### config.mk
export PLATFORM = sky130hd
export DESIGN_NAME = ee_word_reader
export DESIGN_NICKNAME = d
export VERILOG_FILES = /design/src/rtl/ee_rd_pkg.sv /design/src/rtl/ee_rd_phase_timer.sv /design/src/rtl/ee_rd_byte_swap.sv /design/src/rtl/ee_word_reader.sv
export SDC_FILE = /design/constraint.sdc
export NUM_CORES = 1
export LEC_CHECK = 0
export ABC_AREA = 1
export BUFFER_PORTS_ARGS = -buffer_cell sky130_fd_sc_hd__buf_2
export CORE_MARGIN = 1
export CORE_UTILIZATION = 40
export DETAILED_ROUTE_END_ITERATION = 7
export GPL_TIMING_DRIVEN = 0
export HOLD_SLACK_MARGIN = 0.1
export REMOVE_ABC_BUFFERS = 1
export SLEW_MARGIN = 25
export SYNTH_ARGS = -nofsm -noshare
export SYNTH_HDL_FRONTEND = slang
export SYNTH_SLANG_ARGS = --single-unit
### constraint.sdc
create_clock -name clk -period 1.9 [get_ports clk]
set_clock_uncertainty 0.15 [all_clocks]
set_input_delay 0.285 -clock clk [delete_from_list [all_inputs] [get_ports clk]]
set_output_delay 0.285 -clock clk [all_outputs]
set_load 0.1 [all_outputs]
### src/rtl/ee_rd_pkg.sv
// Shared types for the serial EEPROM word reader.
// Assumes nothing beyond a synthesizable enum encoding.
package ee_rd_pkg;

    typedef enum logic [3:0] {
        PH_IDLE,
        PH_SEL,
        PH_CMD_SU,
        PH_CMD_HI,
        PH_CMD_HO,
        PH_GAP,
        PH_DAT_HI,
        PH_DAT_LO,
        PH_END,
        PH_OUT
    } ee_phase_e;

endpackage

### src/rtl/ee_rd_phase_timer.sv
// Phase prescaler: counts system clocks within one serial phase and
// flags the last cycle of that phase. It wraps to zero on the last cycle,
// so back-to-back phases need no extra restart.
// Assumes limit >= 1 and stable for the length of a phase.
module ee_rd_phase_timer #(
    parameter int TMR_W = 4
) (
    input  logic             clk,
    input  logic             rst_n,
    input  logic             clr,
    input  logic [TMR_W-1:0] limit,
    output logic             last
);

    logic [TMR_W-1:0] cnt;

    // Terminal count of the current phase.
    always_comb last = (cnt == (limit - 1'b1));

    // Advance the count, restart at phase end or while held clear.
    always_ff @(posedge clk) begin
        if (!rst_n || clr || last) cnt <= '0;
        else                       cnt <= cnt + 1'b1;
    end

endmodule

### src/rtl/ee_rd_byte_swap.sv
// Optional byte-lane reversal of a word; pure combinational.
// Assumes WORD_W is a multiple of 8.
module ee_rd_byte_swap #(
    parameter int WORD_W = 16
) (
    input  logic [WORD_W-1:0] din,
    input  logic              en,
    output logic [WORD_W-1:0] dout
);

    localparam int NB = WORD_W / 8;

    for (genvar b = 0; b < NB; b++) begin : g_lane
        // Pick either the same lane or the mirrored lane.
        assign dout[b*8 +: 8] = en ? din[(NB-1-b)*8 +: 8] : din[b*8 +: 8];
    end

endmodule

### src/rtl/ee_word_reader.sv
// Serial EEPROM burst reader. For each word it selects the device, shifts
// out the read code merged with the address (MSB first), clocks in 16 data
// bits, clears the port and offers the word on a valid/ready stream.
// Assumes CMD_W >= ADDR_W + 3 and every phase length >= 1 clock.
module ee_word_reader
    import ee_rd_pkg::*;
#(
    parameter int ADDR_W    = 6,
    parameter int CNT_W     = 8,
    parameter int CMD_W     = 11,
    parameter int SETUP_CYC = 2,
    parameter int HIGH_CYC  = 3,
    parameter int HOLD_CYC  = 2
) (
    input  logic              clk,
    input  logic              rst_n,
    input  logic              req_valid,
    input  logic [ADDR_W-1:0] req_addr,
    input  logic [CNT_W-1:0]  req_count,
    input  logic              req_swap,
    output logic              busy,
    output logic              ee_cs,
    output logic              ee_sel,
    output logic              ee_sk,
    output logic              ee_di,
    input  logic              ee_do,
    output logic              word_valid,
    input  logic              word_ready,
    output logic [15:0]       word_data
);

    localparam int WORD_W = 16;
    localparam int TMR_W  = $clog2(SETUP_CYC + HIGH_CYC + HOLD_CYC + 1);
    localparam int BC_W   = $clog2((CMD_W > WORD_W) ? CMD_W : WORD_W);
    localparam logic [CMD_W-1:0] RD_CODE = {{(CMD_W-3){1'b0}}, 3'b110} << ADDR_W;

    ee_phase_e          phase;
    logic [CMD_W-1:0]   cmd_sr;
    logic [WORD_W-1:0]  rx_sr;
    logic [BC_W-1:0]    bit_cnt;
    logic [ADDR_W-1:0]  cur_addr;
    logic [CNT_W-1:0]   words_left;
    logic               swap_q;
    logic [TMR_W-1:0]   ph_len;
    logic               ph_last;
    logic               tmr_clr;
    logic               start_ok;

    // Phase length selected by the current phase.
    always_comb begin
        unique case (phase)
            PH_CMD_HI, PH_DAT_HI:         ph_len = TMR_W'(HIGH_CYC);
            PH_CMD_HO, PH_DAT_LO, PH_END: ph_len = TMR_W'(HOLD_CYC);
            default:                      ph_len = TMR_W'(SETUP_CYC);
        endcase
    end

    // Timer held at zero while no serial phase is running.
    always_comb tmr_clr = (phase == PH_IDLE) || (phase == PH_OUT);

    ee_rd_phase_timer #(.TMR_W(TMR_W)) u_timer (
        .clk   (clk),
        .rst_n (rst_n),
        .clr   (tmr_clr),
        .limit (ph_len),
        .last  (ph_last)
    );

    // Request acceptance only when idle and with a non-zero count.
    always_comb start_ok = (phase == PH_IDLE) && req_valid && (req_count != '0);

    // Main sequencer: phases, counters and shift registers.
    always_ff @(posedge clk) begin
        if (!rst_n) begin
            phase      <= PH_IDLE;
            cmd_sr     <= '0;
            rx_sr      <= '0;
            bit_cnt    <= '0;
            cur_addr   <= '0;
            words_left <= '0;
            swap_q     <= 1'b0;
        end else begin
            unique case (phase)
                PH_IDLE: if (start_ok) begin
                    cur_addr   <= req_addr;
                    words_left <= req_count;
                    swap_q     <= req_swap;
                    phase      <= PH_SEL;
                end
                PH_SEL: if (ph_last) begin
                    cmd_sr  <= RD_CODE | CMD_W'(cur_addr);
                    bit_cnt <= BC_W'(CMD_W - 1);
                    phase   <= PH_CMD_SU;
                end
                PH_CMD_SU: if (ph_last) phase <= PH_CMD_HI;
                PH_CMD_HI: if (ph_last) phase <= PH_CMD_HO;
                PH_CMD_HO: if (ph_last) begin
                    if (bit_cnt == '0) begin
                        phase <= PH_GAP;
                    end else begin
                        cmd_sr  <= cmd_sr << 1;
                        bit_cnt <= bit_cnt - 1'b1;
                        phase   <= PH_CMD_SU;
                    end
                end
                PH_GAP: if (ph_last) begin
                    bit_cnt <= BC_W'(WORD_W - 1);
                    phase   <= PH_DAT_HI;
                end
                PH_DAT_HI: if (ph_last) begin
                    rx_sr <= {rx_sr[WORD_W-2:0], ee_do};
                    phase <= PH_DAT_LO;
                end
                PH_DAT_LO: if (ph_last) begin
                    if (bit_cnt == '0) begin
                        phase <= PH_END;
                    end else begin
                        bit_cnt <= bit_cnt - 1'b1;
                        phase   <= PH_DAT_HI;
                    end
                end
                PH_END: if (ph_last) phase <= PH_OUT;
                PH_OUT: if (word_ready) begin
                    if (words_left == CNT_W'(1)) begin
                        phase <= PH_IDLE;
                    end else begin
                        words_left <= words_left - 1'b1;
                        cur_addr   <= cur_addr + 1'b1;
                        phase      <= PH_SEL;
                    end
                end
                default: phase <= PH_IDLE;
            endcase
        end
    end

    // Serial port decode from the registered phase.
    always_comb begin
        ee_cs  = (phase == PH_SEL)    || (phase == PH_CMD_SU) || (phase == PH_CMD_HI) ||
                 (phase == PH_CMD_HO) || (phase == PH_GAP)    || (phase == PH_DAT_HI) ||
                 (phase == PH_DAT_LO);
        ee_sel = ee_cs;
        ee_sk  = (phase == PH_CMD_HI) || (phase == PH_DAT_HI);
        ee_di  = ((phase == PH_CMD_SU) || (phase == PH_CMD_HI) || (phase == PH_CMD_HO))
                 && cmd_sr[CMD_W-1];
    end

    // Stream side and burst status.
    always_comb begin
        word_valid = (phase == PH_OUT);
        busy       = (phase != PH_IDLE);
    end

    ee_rd_byte_swap #(.WORD_W(WORD_W)) u_swap (
        .din  (rx_sr),
        .en   (swap_q),
        .dout (word_data)
    );

endmodule

* Word level (Yosys, flattened, before mapping) *
Cells that the tools add are included.

word-level totals
  flip-flop bits (word level) = 53
  output and inout bits = 22

operators by class
  eq/ne operators = 25
  muxes and demuxes = 34
  add/subtract/negate cells = 5
  reductions and logical operators = 31

operators with widths
  kind                                                                    count
  4-bit 2-to-1 mux                                                        15
  8-bit 2-to-1 mux                                                        5
  4-bit one-hot mux with 10 select lines                                  1
  11-bit 2-to-1 mux                                                       3
  11-bit one-hot mux with 2 select lines                                  1
  2-bit by 1-bit != test with 1-bit output (second input constant)        10
  6-bit 2-to-1 mux                                                        3
  4-bit by 3-bit equality test with 1-bit output (second input constant)  4
  8-bit one-hot mux with 2 select lines                                   1
  1-bit logical OR                                                        12
  4-bit one-hot mux with 3 select lines                                   1
  6-bit one-hot mux with 2 select lines                                   1
  10-bit AND reduction                                                    1
  4-bit by 2-bit equality test with 1-bit output (second input constant)  2
  4-bit equality test (second input constant)                             2
  8-bit by 1-bit equality test with 1-bit output (second input constant)  1
  4-bit zero test                                                         2
  2-bit != test (second input constant)                                   4
  4-bit AND reduction                                                     2
  8-bit nonzero test                                                      1
  8-bit by 1-bit subtractor with 8-bit output (second input constant)     1
  6-bit by 1-bit adder with 6-bit output (second input constant)          1
  5-bit AND reduction                                                     1
  4-bit by 1-bit equality test with 1-bit output (second input constant)  1
  13 further kinds                                                        19

* Depth between registers and ports, before layout *
Gate-level depths: netlist (run 1).

  word-level depth = 7
  mapped depth = 12
  depth with buffers taken out = 12

* Modules after synthesis *
Synthesis (run 1) repeated with hierarchy kept, for this count alone.

unflattened totals
  cells, all modules = 495
  area total of the unflattened synthesis = 3214.3 µm²

modules (own cells, without submodules)
  module             area an instance (µm²)  seq. area each (µm²)  times used  cells each
  ee_word_reader     2730.1                  1001.0                1           411
  ee_rd_byte_swap    284.0                   0.0                   1           52
  ee_rd_phase_timer  200.2                   60.1                  1           32

* Least setup slack after synthesis (run 1) *
OpenSTA, ideal clock, no wires.

  path type = register to output
  start point = register phase[3]
  end point = output port ee_di
  setup slack = -1.509 ns
  arrival time = 2.974 ns
  stages on the path, launching flop included = 7
  cell sequence = dfxtp_1 > buf_6 > inv_2 > nand2_1 > nor2_2 > inv_2 > a21boi_0

between the ends
  word-level cells in the longest chain between the ends = 4
  elaborated cells between the ends (all ways) = 6
  those cells by class = 3 x eq/ne; 3 x reduce/logical

RTL lines
  what                                            line                   source
  from (decl)                                     ee_word_reader.sv:37   ee_phase_e phase;
  from (signal assigned)                          ee_word_reader.sv:75   phase <= PH_IDLE;
  from (signal assigned)                          ee_word_reader.sv:88   phase <= PH_SEL;
  from (signal assigned)                          ee_word_reader.sv:93   phase <= PH_CMD_SU;
  4-bit by 2-bit equality test with 1-bit output  ee_word_reader.sv:144  ee_di = ((phase == PH_CMD_SU) || (phase == PH_CMD_HI) || (phase == PH_CMD_HO))
  1-bit logical OR                                ee_word_reader.sv:144
  1-bit logical OR (*)                            ee_word_reader.sv:144
  1-bit logical AND (*)                           ee_word_reader.sv:145  && cmd_sr[CMD_W-1];
  to (decl)                                       ee_word_reader.sv:25   output logic ee_di,

Mark *: on every way between the ends. The rest lies on a longest branch, timed or not.

* Worst setup path after layout (run 1) *
Same ends and word-level chain as after synthesis.

==> out/metrics.yaml, run 1 <==
status:
  status: "finished, violations left"
  violations: "negative setup slack"
logic_synthesis:
  ys_seq_area_frac: 0.354
  synthCells: 475
  synth_warnings: 0
  syn_area_mm2: 0.00299
  synth_flop_cell: "dfxtp_1"
  async_flop_share: 0
  synth_edf_count: 0
  ys_ff_latch: 53
  synth.distinct_cells: 30
  avgSynthCellArea_um2: 6.30
placed_design:
  portBuffers: 41
  globalplace.congestion: 0.862
  hpwlAfterDp_um: 4680
  place_ws_ns: -0.547
clocking:
  clock-sinks: 53
  clk_latency_ns: 0.31
  numCtsBuffers: 5
  cts_tree: "done"
  clk_pin_slew_worst_paths_ns: 0.10
  htreeDepth: 2
  clockRootBuffer: "clkbuf_8"
  clk_path_buf_depth: 2
timing:
  period_share: 1.01
  worst_slew_pin_slew_ns: 0.662
  setup_ws_ns: -0.00982
  setup_violations: 1
  rsz0062_at_grt: "yes"
  finalMaxSlewViolations: 0
  slew_headroom: 0.556
  finalHoldViolCount: 0
  finalCriticalPeriod_ns: 1.91
  fmax_mhz: 524
routing:
  via_count: 2962
  viasPerCell: 4.77
  drc: 0
  post_drt_wl_per_cell_um: 10.9
  drt_iter0_markers: 139
  antenna_left: 0
  wl_um: 6780
  dr.pass1.iters: 5
floorplan:
  design.die.area_mm2: 0.00783
  dieHeight_um: 88.5
  die_w_um: 88.5
  io_pins: 42
  core_area_mm2: 0.00725
  start_util: 0.413
  rows: 31
min_path:
  hold_path.class: "in2reg"
  timing.hold.worst_path_depth: 5
power:
  p_per_area_mw_per_mm2: 1310
  leakage_nw: 1.63
  vdd_drop_max_uv: 482
worst_setup_path:
  startpoint_type: "flop"
  end_kind: "primary output"
  r2r_cells: 11
  arrival_ns: 1.47
  path_class: "reg2out"
  worstPathMaxFanout: 8
  cp.required_ns: 1.46
global_route:
  grt_usage: 0.186
  grt_max_degree: 34
  grt_pass1_vias: 2704
  antenna_found_initial: 0
  overflow: 0
  grt_pass1_wl_um: 11600
layout:
  mostFrequentLayoutCells: "nand2_1 (135), nor2_1 (58), o21ai_0 (50), dfxtp_1 (50), inv_1 (47)"
  layout-drive-gt1-share: 0.193
  final_common_cell: "nand2_1"
  area_growth_pct: 21.9
  n_antenna_cell: 0
  final_nets: 547
  final_util: 0.503
run:
  maxCapViolations: 0
-- power breakdown --
group / switching (W) / internal, W
Clock: 0.000390 / 0.000263
Combinational: 0.00169 / 0.000873
Sequential: 0.000246 / 0.00134
-- flip-flops by register name (all words and copies together), names as in the netlist --
name / flops
u_timer.cnt: 3
cmd_sr: 11
rx_sr: 16
swap_q: 1
words_left: 8
phase: 4
cur_addr: 6
bit_cnt: 4
-- stage by stage --
step	cells	setup TNS (ns)	area [um2]	hold slack (ns)	power (W)
2_1_floorplan	456	-44.02	2890	0.255	0.00325
3_3_place_gp	596	-22.69	3220	0.280	0.00375
3_5_place_dp	597	-15.71	3230	0.288	0.00378
4_1_cts	617	-0.0555	3540	0.155	0.00471
5_1_grt	621	-0.384	3650	0.187	0.00522
6_report	621	-0.00982	3650	0.170	0.00480
-- cells in the mapped netlist (all sizes together), types with 3 or more instances --
master | count | area, um2
nand4 | 4 | 25.0
ha | 6 | 75.1
o21ai | 59 | 295
nor2 | 65 | 274
buf | 10 | 68.8
xor2 | 3 | 26.3
nand2 | 146 | 558
dfxtp | 53 | 1060
xnor2 | 3 | 26.3
inv | 56 | 210
a21oi | 34 | 170
clkbuf | 9 | 33.8
nand3 | 18 | 113
-- final timing paths --
kind / slack (ns) / end / start
setup / recovery: -0.01 / ee_di / phase[3]
hold / removal: 0.17 / cur_addr[2] / req_addr[2]
setup reg to reg: 0.08 / cur_addr[5] / phase[2]
hold reg to reg: 0.30 / cmd_sr[8] / cmd_sr[8]
-- layer usage --
metal / global-route usage / part of all wire / vias to the layer above
li1: - / - / 1587
met1: 0.234 / 0.49 / 1340
met2: 0.334 / 0.48 / 30
met3: 0.0308 / 0.021 / 5
met4: 0.0411 / 0.0086 / 0
met5: 0 / 0 / -
-- cell families (layout without fill, tap and decap cells) --
| kind of cell | Yosys count | in the layout | synth area share |
|---|---|---|---|
| compound gates | 96 | 96 | 0.163 |
| xor+xnor | 6 | 6 | 0.0176 |
| fa+ha+maj | 6 | 6 | 0.0251 |
| buf+inv | 76 | 122 | 0.106 |
| flops | 53 | 53 | 0.354 |
| simple gates | 238 | 239 | 0.334 |
-- what timing repair did --
| item | in CTS | in global routing |
|---|---|---|
| resized for setup | 35 | 24 |
| setup endpoints to repair | 71 | 44 |
| cloned | 0 | 1 |
| pin swaps | 4 | 4 |
| setup buffers | 10 | 3 |
| endpoints found under the hold margin | 2 | 0 |
| hold buffers | 2 | 0 |
-- worst max-delay path, stage by stage, from the launching register on --
cell and delay (ns):
dfxtp_4 0.39, inv_2 0.08, nand2_2 0.07, nor2_4 0.17, inv_4 0.09, a21boi_4 0.18
buf_12 0.19
-- final cells by class --
type                       instances  area, um2
tap                               99        124
sequential                        53       1070
fill                             781       3600
multi-input combinational        347       1690
timing repair buffer              57        462
clock buffer                       5       68.8
inverter                          57        219
clock inverter                     3       21.3
No activity file was read; power rests on OpenSTA's default activity.
==> run 2, diff against run 1 <==
--- a/config.mk
+++ b/config.mk
@@ -12,8 +12,10 @@
 export DETAILED_ROUTE_END_ITERATION = 7
 export GPL_TIMING_DRIVEN = 0
 export HOLD_SLACK_MARGIN = 0.1
+export PLACE_DENSITY = 0.6
 export REMOVE_ABC_BUFFERS = 1
 export SLEW_MARGIN = 25
 export SYNTH_ARGS = -nofsm -noshare
 export SYNTH_HDL_FRONTEND = slang
 export SYNTH_SLANG_ARGS = --single-unit
+export TNS_END_PERCENT = 1
==> run 2 against run 1 <==
- the run still ends with negative setup slack left
- clock power barely moved
- total power fell by 4.7%
- clock-buffer cell count did not move
- utilization fell by 1.8 points
- largest power group unchanged
- highest routed layer unchanged
==> out/metrics.yaml, run 2 (synthesized netlist as in run 1, its figures left out) <==
min_path:
  timing.hold.worst_path_depth: 5
  hp-start: "req_count[3]"
  min_to: "words_left[3]"
  hold_path.class: "in2reg"
worst_setup_path:
  slowest_stage: "dfxtp_4"
  cp.required_ns: 1.46
  r2r_cells: 9
  max_stage_delay_ns: 0.40
  startpoint_type: "flop"
  worstPathMaxFanout: 8
  end_kind: "primary output"
  cpMostUsedCell: "inv_2"
  r2r_slack_ns: 0.08
  crit-reg2reg-launch: "phase[2]"
  arrival_ns: 1.49
  timing.rr.end: "cur_addr[5]"
  crit_chain: "inv_2, nand2_1, nor2_4, inv_2, a21boi_2, buf_12"
  path_class: "reg2out"
clocking:
  cts_tree: "done"
  htreeDepth: 2
  clk_latency_ns: 0.31
  numCtsBuffers: 5
  clk_pin_slew_worst_paths_ns: 0.10
  clk_path_buf_depth: 2
  clock-sinks: 53
  clockRootBuffer: "clkbuf_8"
routing:
  viasPerCell: 4.81
  post_drt_wl_per_cell_um: 11.0
  via_count: 2952
  drt_iter0_markers: 144
  wl_um: 6730
  drc: 0
  antenna_left: 0
  dr.pass1.iters: 5
floorplan:
  io_pins: 42
  design.die.area_mm2: 0.00783
  rows: 31
  dieHeight_um: 88.5
  start_util: 0.413
  die_w_um: 88.5
  core_area_mm2: 0.00725
placed_design:
  place_ws_ns: -0.547
  portBuffers: 41
  globalplace.congestion: 0.862
  place_area_mm2: 0.00323
  hpwlAfterDp_um: 4680
power:
  leakage_nw: 1.58
  p_per_area_mw_per_mm2: 1300
  vdd_drop_max_uv: 466
timing:
  setup_ws_ns: -0.0219
  finalCriticalPeriod_ns: 1.92
  finalMaxSlewViolations: 0
  slew_headroom: 0.572
  worst_slew_pin_slew_ns: 0.637
  fmax_mhz: 520
  rsz0062_at_grt: "yes"
  finalHoldViolCount: 0
  setup_violations: 3
  period_share: 1.01
layout:
  reg_top3: "rx_sr: 16 flops, cmd_sr: 11 flops, words_left: 8 flops"
  largest_reg_flops: 16
  n_antenna_cell: 0
  layout-drive-gt1-share: 0.173
  area_growth_pct: 17.6
  regMostFlops: "rx_sr"
  mostFrequentLayoutCells: "nand2_1 (140), nor2_1 (58), o21ai_0 (51), dfxtp_1 (50), inv_1 (47)"
  final_nets: 540
  fin_area_mm2: 0.00352
  final_common_cell: "nand2_1"
global_route:
  grt_pass1_vias: 2669
  antenna_found_initial: 0
  overflow: 0
  grt_usage: 0.184
  grt_pass1_wl_um: 11500
  grt_max_degree: 34
status:
  violations: "negative setup slack"
  status: "finished, violations left"
run:
  maxCapViolations: 0
==> run 2: through the flow <==
| step | utilization | hold slack (ns) | TNS, ns | cells | total power [W] |
|---|---|---|---|---|---|
| 2_1_floorplan | - | 0.255 | -44.02 | 456 | 0.00325 |
| 3_3_place_gp | 0.444 | 0.280 | -22.69 | 596 | 0.00375 |
| 3_5_place_dp | 0.446 | 0.288 | -15.71 | 597 | 0.00378 |
| 4_1_cts | 0.478 | 0.157 | -0.250 | 612 | 0.00455 |
| 5_1_grt | 0.486 | 0.189 | -1.48 | 614 | 0.00498 |
| 6_report | 0.486 | 0.174 | -0.0435 | 614 | 0.00457 |
==> run 2: area by class of cell <==
| class | count | area, um2 |
|---|---|---|
| multi-input cells | 346 | 1650 |
| repair buffers | 51 | 369 |
| clock buffers | 5 | 68.8 |
| flip-flops and latches | 53 | 1070 |
| fillers | 794 | 3730 |
| inverters | 57 | 219 |
| clock inverters | 3 | 21.3 |
| well taps | 99 | 124 |
==> run 2: worst max path at each step <==
stage | startpoint | endpoint | cells past startpoint
after floorplan | phase[0] | ee_cs | 4
after global placement | phase[2] | rx_sr[7] | 7
after detailed placement | phase[3] | cur_addr[5] | 8
after CTS | phase[0] | ee_cs | 5
after global routing | phase[0] | ee_cs | 5
final | phase[3] | ee_di | 6
==> run 2: where the power goes <==
| part | internal, W | leakage [nW] | switching [W] | total, W |
|---|---|---|---|---|
| combinational | 0.000717 | 1.10 | 0.00162 | 0.00233 |
| sequential | 0.00134 | 0.433 | 0.000246 | 0.00159 |
| clock | 0.000262 | 0.0445 | 0.000390 | 0.000653 |
| total | 0.00232 | 1.58 | 0.00225 | 0.00457 |
==> run 2: repair_timing <==
item / 4_1_cts / 5_1_grt
hold buffers: 2 / 0
resized for setup: 31 / 14
pin swaps: 3 / 2
hold endpoints to repair: 2 / 0
setup buffers: 5 / 2
endpoints found under the setup margin: 71 / 43
==> run 2: critical path: cells and delay by family, from the launching register on <==
| kind | cells | cell delay [ns] |
|---|---|---|
| AOI/OAI and AO/OA | 1 | 0.19 |
| buffers and inverters | 3 | 0.36 |
| DFF | 1 | 0.40 |
| and+or+nand+nor | 2 | 0.21 |
==> run 2: routing by layer <==
layer	part of all wire	up-vias	global-route usage
li1	-	1571	-
met1	0.48	1331	0.232
met2	0.48	45	0.329
met3	0.027	5	0.0308
met4	0.0089	0	0.0411
met5	0	-	0
==> run 3, diff against run 2 <==
--- a/config.mk
+++ b/config.mk
@@ -7,12 +7,13 @@
 export LEC_CHECK = 0
 export ABC_AREA = 1
 export BUFFER_PORTS_ARGS = -buffer_cell sky130_fd_sc_hd__buf_2
-export CORE_MARGIN = 1
+export CORE_MARGIN = 2
 export CORE_UTILIZATION = 40
 export DETAILED_ROUTE_END_ITERATION = 7
 export GPL_TIMING_DRIVEN = 0
 export HOLD_SLACK_MARGIN = 0.1
-export PLACE_DENSITY = 0.6
+export PLACE_DENSITY = 0.68
+export RECOVER_POWER = 100
 export REMOVE_ABC_BUFFERS = 1
 export SLEW_MARGIN = 25
 export SYNTH_ARGS = -nofsm -noshare
==> run 3 against run 2 <==
- the run still ends with negative setup slack left
- first-iteration DRC count decreased by 3.5%
- via count increased by 1.0%
- largest power group unchanged
- utilization about the same
- clock power decreased by 2%
- design area about the same
- sequential cell count unchanged
==> out/metrics.yaml, run 3 (synthesized netlist as in run 1, its figures left out) <==
layout:
  regMostFlops: "rx_sr"
  area_growth_pct: 17.6
  fillers: 770
  mostFrequentLayoutCells: "nand2_1 (141), nor2_1 (58), o21ai_0 (51), dfxtp_1 (50), inv_1 (47)"
  layout-drive-gt1-share: 0.167
  largest_reg_flops: 16
  final_util: 0.485
  reg_top3: "rx_sr: 16 flops, cmd_sr: 11 flops, words_left: 8 flops"
  n_antenna_cell: 0
  final_common_cell: "nand2_1"
  layout.cells.non_filler: 614
  final_nets: 540
run:
  maxCapViolations: 0
floorplan:
  io_pins: 42
  die_w_um: 90.5
  start_util: 0.413
  design.die.area_mm2: 0.00819
  core_area_mm2: 0.00725
  rows: 31
  dieHeight_um: 90.5
placed_design:
  hpwlAfterDp_um: 4460
  place_ws_ns: -0.645
  globalplace.congestion: 0.831
  dp.cells: 596
  portBuffers: 41
timing:
  setup_ws_ns: -0.0219
  finalMaxSlewViolations: 0
  tns_ns: -0.0554
  setup_violations: 4
  rsz0062_at_grt: "yes"
  fmax_mhz: 520
  finalHoldViolCount: 0
  worst_slew_pin_slew_ns: 0.582
  finalCriticalPeriod_ns: 1.92
  whs_ns: 0.120
  period_share: 1.01
  slew_headroom: 0.610
worst_setup_path:
  max_stage_delay_ns: 0.35
  path_class: "reg2out"
  cpMostUsedCell: "inv_2"
  end_kind: "primary output"
  arrival_ns: 1.49
  path_buf_inv: 3
  cp_top_family: "buffers and inverters"
  cp.required_ns: 1.46
  slowest_stage: "dfxtp_1"
  startpoint_type: "flop"
  worstPathMaxFanout: 8
  crit_chain: "inv_2, nand2_2, nor2_4, inv_2, a21boi_4, buf_12"
clocking:
  clk_pin_slew_worst_paths_ns: 0.10
  htreeDepth: 2
  clock-sinks: 53
  clk_path_buf_depth: 2
  numCtsBuffers: 5
  cts_tree: "done"
  clk_latency_ns: 0.31
  clockRootBuffer: "clkbuf_8"
routing:
  wl_um: 6910
  post_drt_wl_per_cell_um: 11.3
  via_count: 2982
  dr.pass1.iters: 4
  viasPerCell: 4.86
  drc: 0
  drt_iter0_markers: 139
  antenna_left: 0
global_route:
  antenna_found_initial: 0
  grt_max_degree: 34
  grt_pass1_vias: 2650
  grt_pass1_wl_um: 11600
  overflow: 0
  grt_usage: 0.171
min_path:
  hold_path.class: "in2reg"
power:
  p_per_area_mw_per_mm2: 1310
  leakage_nw: 1.57
  vdd_drop_max_uv: 504
status:
  status: "finished, violations left"
  violations: "negative setup slack"
==> run 3: path summary, 6_finish.rpt <==
| kind | from | to | slack (ns) | cells after the start |
|---|---|---|---|---|
| setup / recovery | phase[1] | ee_di | -0.02 | 6 |
| hold / removal | ee_do | rx_sr[0] | 0.12 | 3 |
| setup reg to reg | phase[1] | rx_sr[9] | 0.07 | 8 |
| hold reg to reg | cmd_sr[8] | cmd_sr[8] | 0.30 | 2 |
==> run 3: layout make-up <==
class	count	area, um2	area share
clock inverters	2	13.8	0.00391
well taps	99	124	0.0352
flip-flops and latches	53	1070	0.304
clock buffers	6	72.6	0.0206
inverters	57	219	0.0622
multi-input cells	347	1660	0.471
repair buffers	50	364	0.103
==> run 3: worst register-to-register path, stage by stage (launching register included) <==
cell and delay, ns:
dfxtp_1 0.39, inv_2 0.08, nor2_1 0.16, nand2_1 0.13, inv_1 0.14, nand4_1 0.11, clkbuf_2 0.26, o21ai_0 0.25
a21oi_1 0.05
==> run 3: power by group <==
group          switching, W  total [W]  internal, W
Combinational       0.00162    0.00239     0.000772
Sequential         0.000253    0.00159      0.00134
Clock              0.000374   0.000638     0.000264
Total               0.00224    0.00462      0.00238
==> run 3: stage by stage <==
step           instance area (um2)  total power, W
6_report                      3520         0.00462
2_1_floorplan                 2890         0.00325
5_1_grt                       3520         0.00501
3_3_place_gp                  3220         0.00372
4_1_cts                       3450         0.00451
3_5_place_dp                  3220         0.00376
==> run 3: what timing repair did <==
action,in CTS,in global routing
setup endpoints to repair,70,44
gates cloned,1,0
pin swaps,4,2
hold buffers,1,0
buffers inserted,6,2
endpoints found under the hold margin,1,0
gates resized for setup,32,16
==> run 3: per-layer routing <==
metal | vias up | global-route usage | share of wire
li1 | 1574 | - | -
met1 | 1341 | 0.218 | 0.46
met2 | 61 | 0.299 | 0.48
met3 | 6 | 0.0275 | 0.050
met4 | 0 | 0.0487 | 0.010
met5 | - | 0 | 0
